File: config.mk
export PLATFORM = sky130hd
export DESIGN_NAME = msi_composer
export DESIGN_NICKNAME = d
export VERILOG_FILES = /design/src/rtl/msi_pkg.sv /design/src/rtl/msi_cfg_regs.sv /design/src/rtl/msi_src_pick.sv /design/src/rtl/msi_launch.sv /design/src/rtl/msi_composer.sv
export SDC_FILE = /design/constraint.sdc
export NUM_CORES = 1
export LEC_CHECK = 0
export ABC_AREA = 1
export CORE_MARGIN = 4
export CORE_UTILIZATION = 40
export DETAILED_ROUTE_END_ITERATION = 8
export DONT_BUFFER_PORTS = 1
export SLEW_MARGIN = 20
export SYNTH_ARGS = -nofsm -noshare
export SYNTH_HDL_FRONTEND = slang
export SYNTH_SLANG_ARGS = --single-unit
export TNS_END_PERCENT = 50
File: constraint.sdc
create_clock -name clk -period 6.26 [get_ports clk]
set_clock_uncertainty 0.05 [all_clocks]
set_input_delay 0.626 -clock clk [delete_from_list [all_inputs] [get_ports clk]]
set_output_delay 0.626 -clock clk [all_outputs]
set_load 0.02 [all_outputs]
File: src/rtl/msi_pkg.sv
package msi_pkg;

    localparam int WORD_W   = 32;
    localparam int MADDR_W  = 64;
    localparam int HART_W   = 14;
    localparam int GUEST_W  = 6;
    localparam int EIID_W   = 11;
    localparam int LOCK_BIT = 31;
    localparam int PAGE_SH  = 12;

    localparam logic [WORD_W-1:0] HI_KEEP = 32'h9F77_FFFF;
    localparam logic [WORD_W-1:0] SW_KEEP = 32'hFFFC_0FFF;

    typedef enum logic [2:0] {
        RI_CTRL   = 3'd0,
        RI_MLO    = 3'd1,
        RI_MHI    = 3'd2,
        RI_SLO    = 3'd3,
        RI_SHI    = 3'd4,
        RI_SWSEND = 3'd5
    } reg_idx_e;

    typedef struct packed {
        logic [HART_W-1:0]  hart;
        logic [GUEST_W-1:0] guest;
        logic [EIID_W-1:0]  eiid;
    } dest_t;

    typedef struct packed {
        logic [WORD_W-1:0] lo;
        logic [WORD_W-1:0] hi;
    } win_t;

    typedef struct packed {
        logic [MADDR_W-1:0] addr;
        logic [WORD_W-1:0]  data;
    } msg_t;

    function automatic dest_t unpack_target(logic [WORD_W-1:0] w);
        dest_t d;
        d.hart  = w[31:18];
        d.guest = w[17:12];
        d.eiid  = w[10:0];
        return d;
    endfunction

    function automatic msg_t build_msg(win_t w, dest_t d);
        msg_t m;
        logic [3:0] lw;
        logic [2:0] hw;
        logic [2:0] ls;
        logic [4:0] hs;
        logic [6:0] hsh;
        logic [63:0] hart64, grp, low, gst, ppn;
        lw     = w.hi[15:12];
        hw     = w.hi[18:16];
        ls     = w.hi[22:20];
        hs     = w.hi[28:24];
        hsh    = {2'b00, hs} + 7'd12;
        hart64 = {{(64-HART_W){1'b0}}, d.hart};
        grp    = (hart64 >> lw) & ((64'd1 << hw) - 64'd1);
        low    = (hart64 & ((64'd1 << lw) - 64'd1)) << ls;
        gst    = {{(64-GUEST_W){1'b0}}, d.guest} & ((64'd1 << ls) - 64'd1);
        ppn    = {20'd0, w.hi[11:0], w.lo} | (grp << hsh) | low | gst;
        m.addr = ppn << PAGE_SH;
        m.data = {{(WORD_W-EIID_W){1'b0}}, d.eiid};
        return m;
    endfunction

endpackage

File: src/rtl/msi_cfg_regs.sv
module msi_cfg_regs
    import msi_pkg::*;
(
    input  logic              clk,
    input  logic              rst,
    input  logic              we,
    input  logic [2:0]        addr,
    input  logic [WORD_W-1:0] wdata,
    input  logic              sw_take,
    output logic [WORD_W-1:0] rdata,
    output logic              dom_en,
    output win_t              win_m,
    output win_t              win_s,
    output logic [WORD_W-1:0] sw_word,
    output logic              sw_req
);

    reg_idx_e sel;
    logic     locked;

    assign sel    = reg_idx_e'(addr);
    assign locked = win_m.hi[LOCK_BIT];

    always_ff @(posedge clk) begin
        if (rst) begin
            dom_en  <= 1'b0;
            win_m   <= '0;
            win_s   <= '0;
            sw_word <= '0;
            sw_req  <= 1'b0;
        end else begin
            if (we) begin
                case (sel)
                    RI_CTRL:   dom_en <= wdata[0];
                    RI_MLO:    if (!locked) win_m.lo <= wdata;
                    RI_MHI:    if (!locked) win_m.hi <= wdata & HI_KEEP;
                    RI_SLO:    if (!locked) win_s.lo <= wdata;
                    RI_SHI:    if (!locked) win_s.hi <= wdata & HI_KEEP;
                    RI_SWSEND: sw_word <= wdata & SW_KEEP;
                    default:   ;
                endcase
            end
            if (we && sel == RI_SWSEND) begin
                sw_req <= 1'b1;
            end else if (sw_take) begin
                sw_req <= 1'b0;
            end
        end
    end

    always_comb begin
        case (sel)
            RI_CTRL:   rdata = {{(WORD_W-1){1'b0}}, dom_en};
            RI_MLO:    rdata = win_m.lo;
            RI_MHI:    rdata = win_m.hi;
            RI_SLO:    rdata = win_s.lo;
            RI_SHI:    rdata = win_s.hi;
            RI_SWSEND: rdata = sw_word;
            default:   rdata = '0;
        endcase
    end

    // a set lock freezes both windows
    assert_lock_hold_R3: assert property (@(posedge clk) disable iff (rst)
        locked |=> (locked && $stable(win_m) && $stable(win_s)));

    // an unlocked high write keeps only the masked bits
    assert_hi_mask_R2: assert property (@(posedge clk) disable iff (rst)
        (we && sel == RI_SHI && !locked) |=> (win_s.hi == ($past(wdata) & HI_KEEP)));

    // a stored send word never carries a guest field
    assert_sw_guest_R10: assert property (@(posedge clk) disable iff (rst)
        sw_req |-> (sw_word[17:12] == 6'd0));

endmodule

File: src/rtl/msi_src_pick.sv
module msi_src_pick #(
    parameter int NSRC = 8,
    localparam int IDX_W = (NSRC > 1) ? $clog2(NSRC) : 1
) (
    input  logic [NSRC-1:0]  rdy,
    output logic [NSRC-1:0]  grant,
    output logic             found,
    output logic [IDX_W-1:0] idx
);

    logic [NSRC:0] seen;

    assign seen[0] = 1'b0;

    for (genvar g = 0; g < NSRC; g++) begin : g_chain
        assign seen[g+1] = seen[g] | rdy[g];
        assign grant[g]  = rdy[g] & ~seen[g];
    end

    assign found = seen[NSRC];

    always_comb begin
        idx = '0;
        for (int i = 0; i < NSRC; i++) begin
            if (grant[i]) idx = IDX_W'(i);
        end
    end

endmodule

File: src/rtl/msi_launch.sv
module msi_launch
    import msi_pkg::*;
#(
    parameter int NSRC = 8,
    localparam int IDX_W = (NSRC > 1) ? $clog2(NSRC) : 1
) (
    input  logic                        clk,
    input  logic                        rst,
    input  logic                        dom_is_mach,
    input  win_t                        win_m,
    input  win_t                        win_s,
    input  logic [WORD_W-1:0]           sw_word,
    input  logic                        sw_req,
    input  logic                        found,
    input  logic [NSRC-1:0]             grant,
    input  logic [IDX_W-1:0]            idx,
    input  logic [NSRC-1:0][WORD_W-1:0] tgt_words,
    input  logic                        ready,
    output logic                        sw_take,
    output logic [NSRC-1:0]             pend_clr,
    output logic                        valid,
    output logic [MADDR_W-1:0]          addr,
    output logic [WORD_W-1:0]           data
);

    win_t  win_sel;
    dest_t src_d, sw_d, pick_d;
    msg_t  nxt;
    logic  idle, take_src;

    assign win_sel = dom_is_mach ? win_m : win_s;

    always_comb begin
        src_d = unpack_target(tgt_words[idx]);
        if (dom_is_mach) src_d.guest = '0;
        sw_d       = unpack_target(sw_word);
        sw_d.guest = '0;
    end

    assign idle     = !valid;
    assign sw_take  = idle && sw_req;
    assign take_src = idle && !sw_req && found;
    assign pend_clr = take_src ? grant : '0;
    assign pick_d   = sw_take ? sw_d : src_d;
    assign nxt      = build_msg(win_sel, pick_d);

    always_ff @(posedge clk) begin
        if (rst) begin
            valid <= 1'b0;
            addr  <= '0;
            data  <= '0;
        end else if (sw_take || take_src) begin
            valid <= 1'b1;
            addr  <= nxt.addr;
            data  <= nxt.data;
        end else if (valid && ready) begin
            valid <= 1'b0;
        end
    end

    // an unaccepted request holds its address and data
    assert_hold_R9: assert property (@(posedge clk) disable iff (rst)
        (valid && !ready) |=> (valid && $stable(addr) && $stable(data)));

    // after a handshake the request line drops
    assert_drop_R9: assert property (@(posedge clk) disable iff (rst)
        (valid && ready) |=> !valid);

    // a pending clear is followed by a launched request
    assert_clr_launch_R7: assert property (@(posedge clk) disable iff (rst)
        (|pend_clr) |=> valid);

endmodule

File: src/rtl/msi_composer.sv
module msi_composer
    import msi_pkg::*;
#(
    parameter int NSRC = 8
) (
    input  logic                 clk,
    input  logic                 rst,
    input  logic                 dom_is_mach,
    input  logic                 reg_we,
    input  logic [2:0]           reg_addr,
    input  logic [31:0]          reg_wdata,
    output logic [31:0]          reg_rdata,
    input  logic [NSRC*32-1:0]   src_target,
    input  logic [NSRC-1:0]      src_pend,
    input  logic [NSRC-1:0]      src_en,
    output logic [NSRC-1:0]      pend_clr,
    output logic                 msi_valid,
    input  logic                 msi_ready,
    output logic [63:0]          msi_addr,
    output logic [31:0]          msi_data
);

    localparam int IDX_W = (NSRC > 1) ? $clog2(NSRC) : 1;

    logic                        dom_en, sw_req, sw_take, found;
    win_t                        win_m, win_s;
    logic [WORD_W-1:0]           sw_word;
    logic [NSRC-1:0]             rdy, grant;
    logic [IDX_W-1:0]            idx;
    logic [NSRC-1:0][WORD_W-1:0] tgt_words;

    assign tgt_words = src_target;
    assign rdy       = {NSRC{dom_en}} & src_en & src_pend;

    msi_cfg_regs u_cfg (
        .clk     (clk),
        .rst     (rst),
        .we      (reg_we),
        .addr    (reg_addr),
        .wdata   (reg_wdata),
        .sw_take (sw_take),
        .rdata   (reg_rdata),
        .dom_en  (dom_en),
        .win_m   (win_m),
        .win_s   (win_s),
        .sw_word (sw_word),
        .sw_req  (sw_req)
    );

    msi_src_pick #(.NSRC(NSRC)) u_pick (
        .rdy   (rdy),
        .grant (grant),
        .found (found),
        .idx   (idx)
    );

    msi_launch #(.NSRC(NSRC)) u_launch (
        .clk         (clk),
        .rst         (rst),
        .dom_is_mach (dom_is_mach),
        .win_m       (win_m),
        .win_s       (win_s),
        .sw_word     (sw_word),
        .sw_req      (sw_req),
        .found       (found),
        .grant       (grant),
        .idx         (idx),
        .tgt_words   (tgt_words),
        .ready       (msi_ready),
        .sw_take     (sw_take),
        .pend_clr    (pend_clr),
        .valid       (msi_valid),
        .addr        (msi_addr),
        .data        (msi_data)
    );

    // at most one source cleared per cycle
    assert_clr_onehot_R7: assert property (@(posedge clk) disable iff (rst)
        $onehot0(pend_clr));

    // a cleared source was enabled, pending and in an enabled domain
    assert_gate_R4: assert property (@(posedge clk) disable iff (rst)
        (|pend_clr) |-> (dom_en && ((pend_clr & src_en & src_pend) != '0)));

    // no lower-numbered ready source is passed over
    assert_lowest_R8: assert property (@(posedge clk) disable iff (rst)
        (|pend_clr) |-> (((pend_clr - 1'b1) & src_en & src_pend) == '0));

    // software send wins over sources
    assert_sw_first_R8: assert property (@(posedge clk) disable iff (rst)
        (sw_req && !msi_valid) |-> (pend_clr == '0));

endmodule

==> flow_metrics.tcl <==
set metrics [dict create \
    status "finished clean" \
    rows 68 \
    grt_max_degree 102 \
    power.density_nw_per_um2 254 \
    die_w_um 196 \
    wl_per_cell_um 25.1 \
    clk_latency_ps 530 \
    synth_edf_count 0 \
    fin_util_pct 43.8 \
    antenna_found_initial 18 \
    portBuffers 0 \
    crit_path_max_incr_delay_ps 810 \
    max_freq_ghz 0.201 \
    hpwl_um 49700 \
    fillers 3756 \
    slowest_stage "nand2_4" \
    finalSetupViolCount 0 \
    place_inst 2592 \
    drc 0 \
    hold_viol 0 \
    gp_congestion 0.976 \
    num_io_pins 449 \
    cts_tree "built" \
    cts.path.max_buffers 3 \
    cts_root_buf "clkbuf_16" \
    clk_pin_slew_ps 60 \
    seqCellArea_sq_um 4240 \
    hold_class "input port to flop" \
    ys_top_cells_by_area "dfxtp_1 30%, o21ai_0 11%, nand3_1 10%, nand2_1 9.7%, nor2_1 8.3%" \
    multi_input_area_sq_um 8550 \
    seq_area_frac_synth_pct 30.1 \
    ctsHoldBuffers 0 \
    synth_warnings 0 \
    synth-seq-cells 212 \
    grt_pass1_wl_um 95100 \
    post-cts-setup-buffers 0 \
    worstPathArrival_ps 5320 \
    worst_pin_slew_ps 1010 \
    vias 16000 \
    tns_ps 0 \
    synth_top_area_share_pct 30.1 \
    coreArea_sq_um 34600 \
    max-vdd-ir-drop_mv 0.208 \
    drive_gt1_share_pct 6.14 \
    syn_inst 2259 \
    synth_flop_cell "dfxtp_1" \
    dpl_cell_area_sq_um 14300 \
    wl_um 66600 \
    dieArea_sq_um 38300 \
    initial_core_util_pct 40.7 \
    numCtsBuffers 25 \
    h-tree-depth 1 \
    timing.slew.headroom_pct 32.2 \
    drt_pass1_iterations 8 \
    drt_iter0_markers 1662 \
    first_global_vias 14500 \
    grt_remaining_overflow 0 \
    leakage_nw 5.90 \
    die_h_um 196 \
    mostFrequentLayoutCell "nand2_1" \
    avgSynthCellArea_sq_um 6.24 \
    crit_chain "buf_4, nand3_4, nand4_4, nor2_4, nand4_4, nand2_4, inv_2, nand2_1, nand3_1, nand3_1, nand3_1, nand2_1, a21oi_1, nand2_1, o21ai_0, o21ai_0, nor2_1, nor4_1, a21oi_1" \
    rsz0062_at_grt "no" \
    syn_area_sq_um 14100 \
    post-place-ws_ps 1290 \
    final_nets 2480 \
    syn_to_final_growth_pct 7.58 \
    required_ps 6610 \
    crit_fanout 63 \
    vias_per_cell 6.05 \
    cap_violations 0 \
    finish.instance_area_sq_um 15200 \
    critPathLaunchType "flop" \
    route.antenna.remaining_nets 0 \
    path_class "flop to flop" \
    drv_slew 0 \
    grt_use_total_pct 32.2 \
    min_period_over_period_pct 79.5 \
    final_cell_mix "366 x nand2_1, 310 x nor2_1, 308 x o21ai_0, 288 x nand3_1, 212 x dfxtp_1" \
    fin_crit_ps 4970 \
    cts_resized 0 \
    whs_ps 108 \
    async_reset_ff_share_pct 0 \
    setup_slack_ps 1290 \
    layout.cells.non_filler 2654 \
    synth.distinct_cells 53 \
    total_power_mw 3.85 \
    cts.sinks 212 \
    synth_top_cell_by_area "dfxtp_1" \
    cp-end-kind "flop" \
]
-- kinds of logic after synthesis --
| kind of cell | share of synthesized area (%) |
|---|---|
| xor+xnor | 0.435 |
| mux | 0.639 |
| fa+ha+maj | 0.355 |
| flops | 30.1 |
| buf+inv | 10.4 |
| other cells | 0.0266 |
| simple gates | 33.1 |
| compound gates | 25.0 |
-- flip-flops by register name, summed over array words and instances (netlist names) --
signal / flops
u_cfg.sw_req: 1
u_cfg.win_s: 60
u_launch.data: 11
u_cfg.dom_en: 1
u_launch.addr: 52
u_cfg.win_m: 60
u_cfg.sw_word: 26
u_launch.valid: 1
-- synthesized netlist by cell type (2+ instances only) --
cell type	n
a221oi_1	17
o221ai_1	37
nor3_1	16
o21ai_2	2
a21oi_2	3
nand4_1	48
nor4_1	6
ha_1	4
o211ai_1	11
buf_4	36
inv_1	131
nand3_1	289
or2_2	5
nand2_1	366
a211oi_1	8
clkbuf_1	132
o21ai_1	16
a21oi_1	152
a22oi_1	11
o2111ai_1	7
mux2i_1	9
nor2_1	313
nand3_2	3
dfxtp_1	212
o21ai_0	310
a2111oi_0	3
nand4_4	2
nand3_4	4
inv_2	4
a221o_1	2
buf_1	9
o22ai_1	13
a31oi_1	19
xor2_1	6
buf_2	25
nor2_2	6
clkinv_1	6
-- routing by layer --
metal	global-route usage, %	vias to the layer above	share of wire (%)
li1	-	7564	-
met1	40.6	7523	39
met2	51.2	829	46
met3	9.00	129	11
met4	14.6	0	4.5
met5	0	-	0
-- critical path: cells and delay by family (launching register included) --
family,cells,cell delay [ps]
AO/OA/AOI/OAI,4,660
buffers and inverters,2,610
flip-flops,1,440
AND/OR/NAND/NOR,13,3050
-- worst paths after layout --
path,start,endpoint,slack [ps],depth (start not counted)
hold reg to reg,u_cfg.sw_word[11],u_cfg.sw_word[11],410,2
setup reg to reg,u_cfg.dom_en,u_launch.addr[23],1290,19
hold / removal,rst,u_launch.addr[55],110,1
setup / recovery,u_cfg.dom_en,u_launch.addr[23],1290,19
-- area by class of cell --
cell class              count  share of cell area (%)
diodes                     16                   0.264
repair buffers             49                    2.43
clock buffers              33                    4.72
well taps                 455                    3.75
clock inverters            13                   0.998
inverters                 141                    3.51
multi-input cells        1735                    56.4
flip-flops and latches    212                    28.0
-- where the power goes --
group	leakage, nW	internal, mW	switching, mW
logic	3.74	0.221	0.578
clock network	0.437	0.929	0.605
registers	1.72	1.42	0.0995
(Power assumes the default switching activity.)
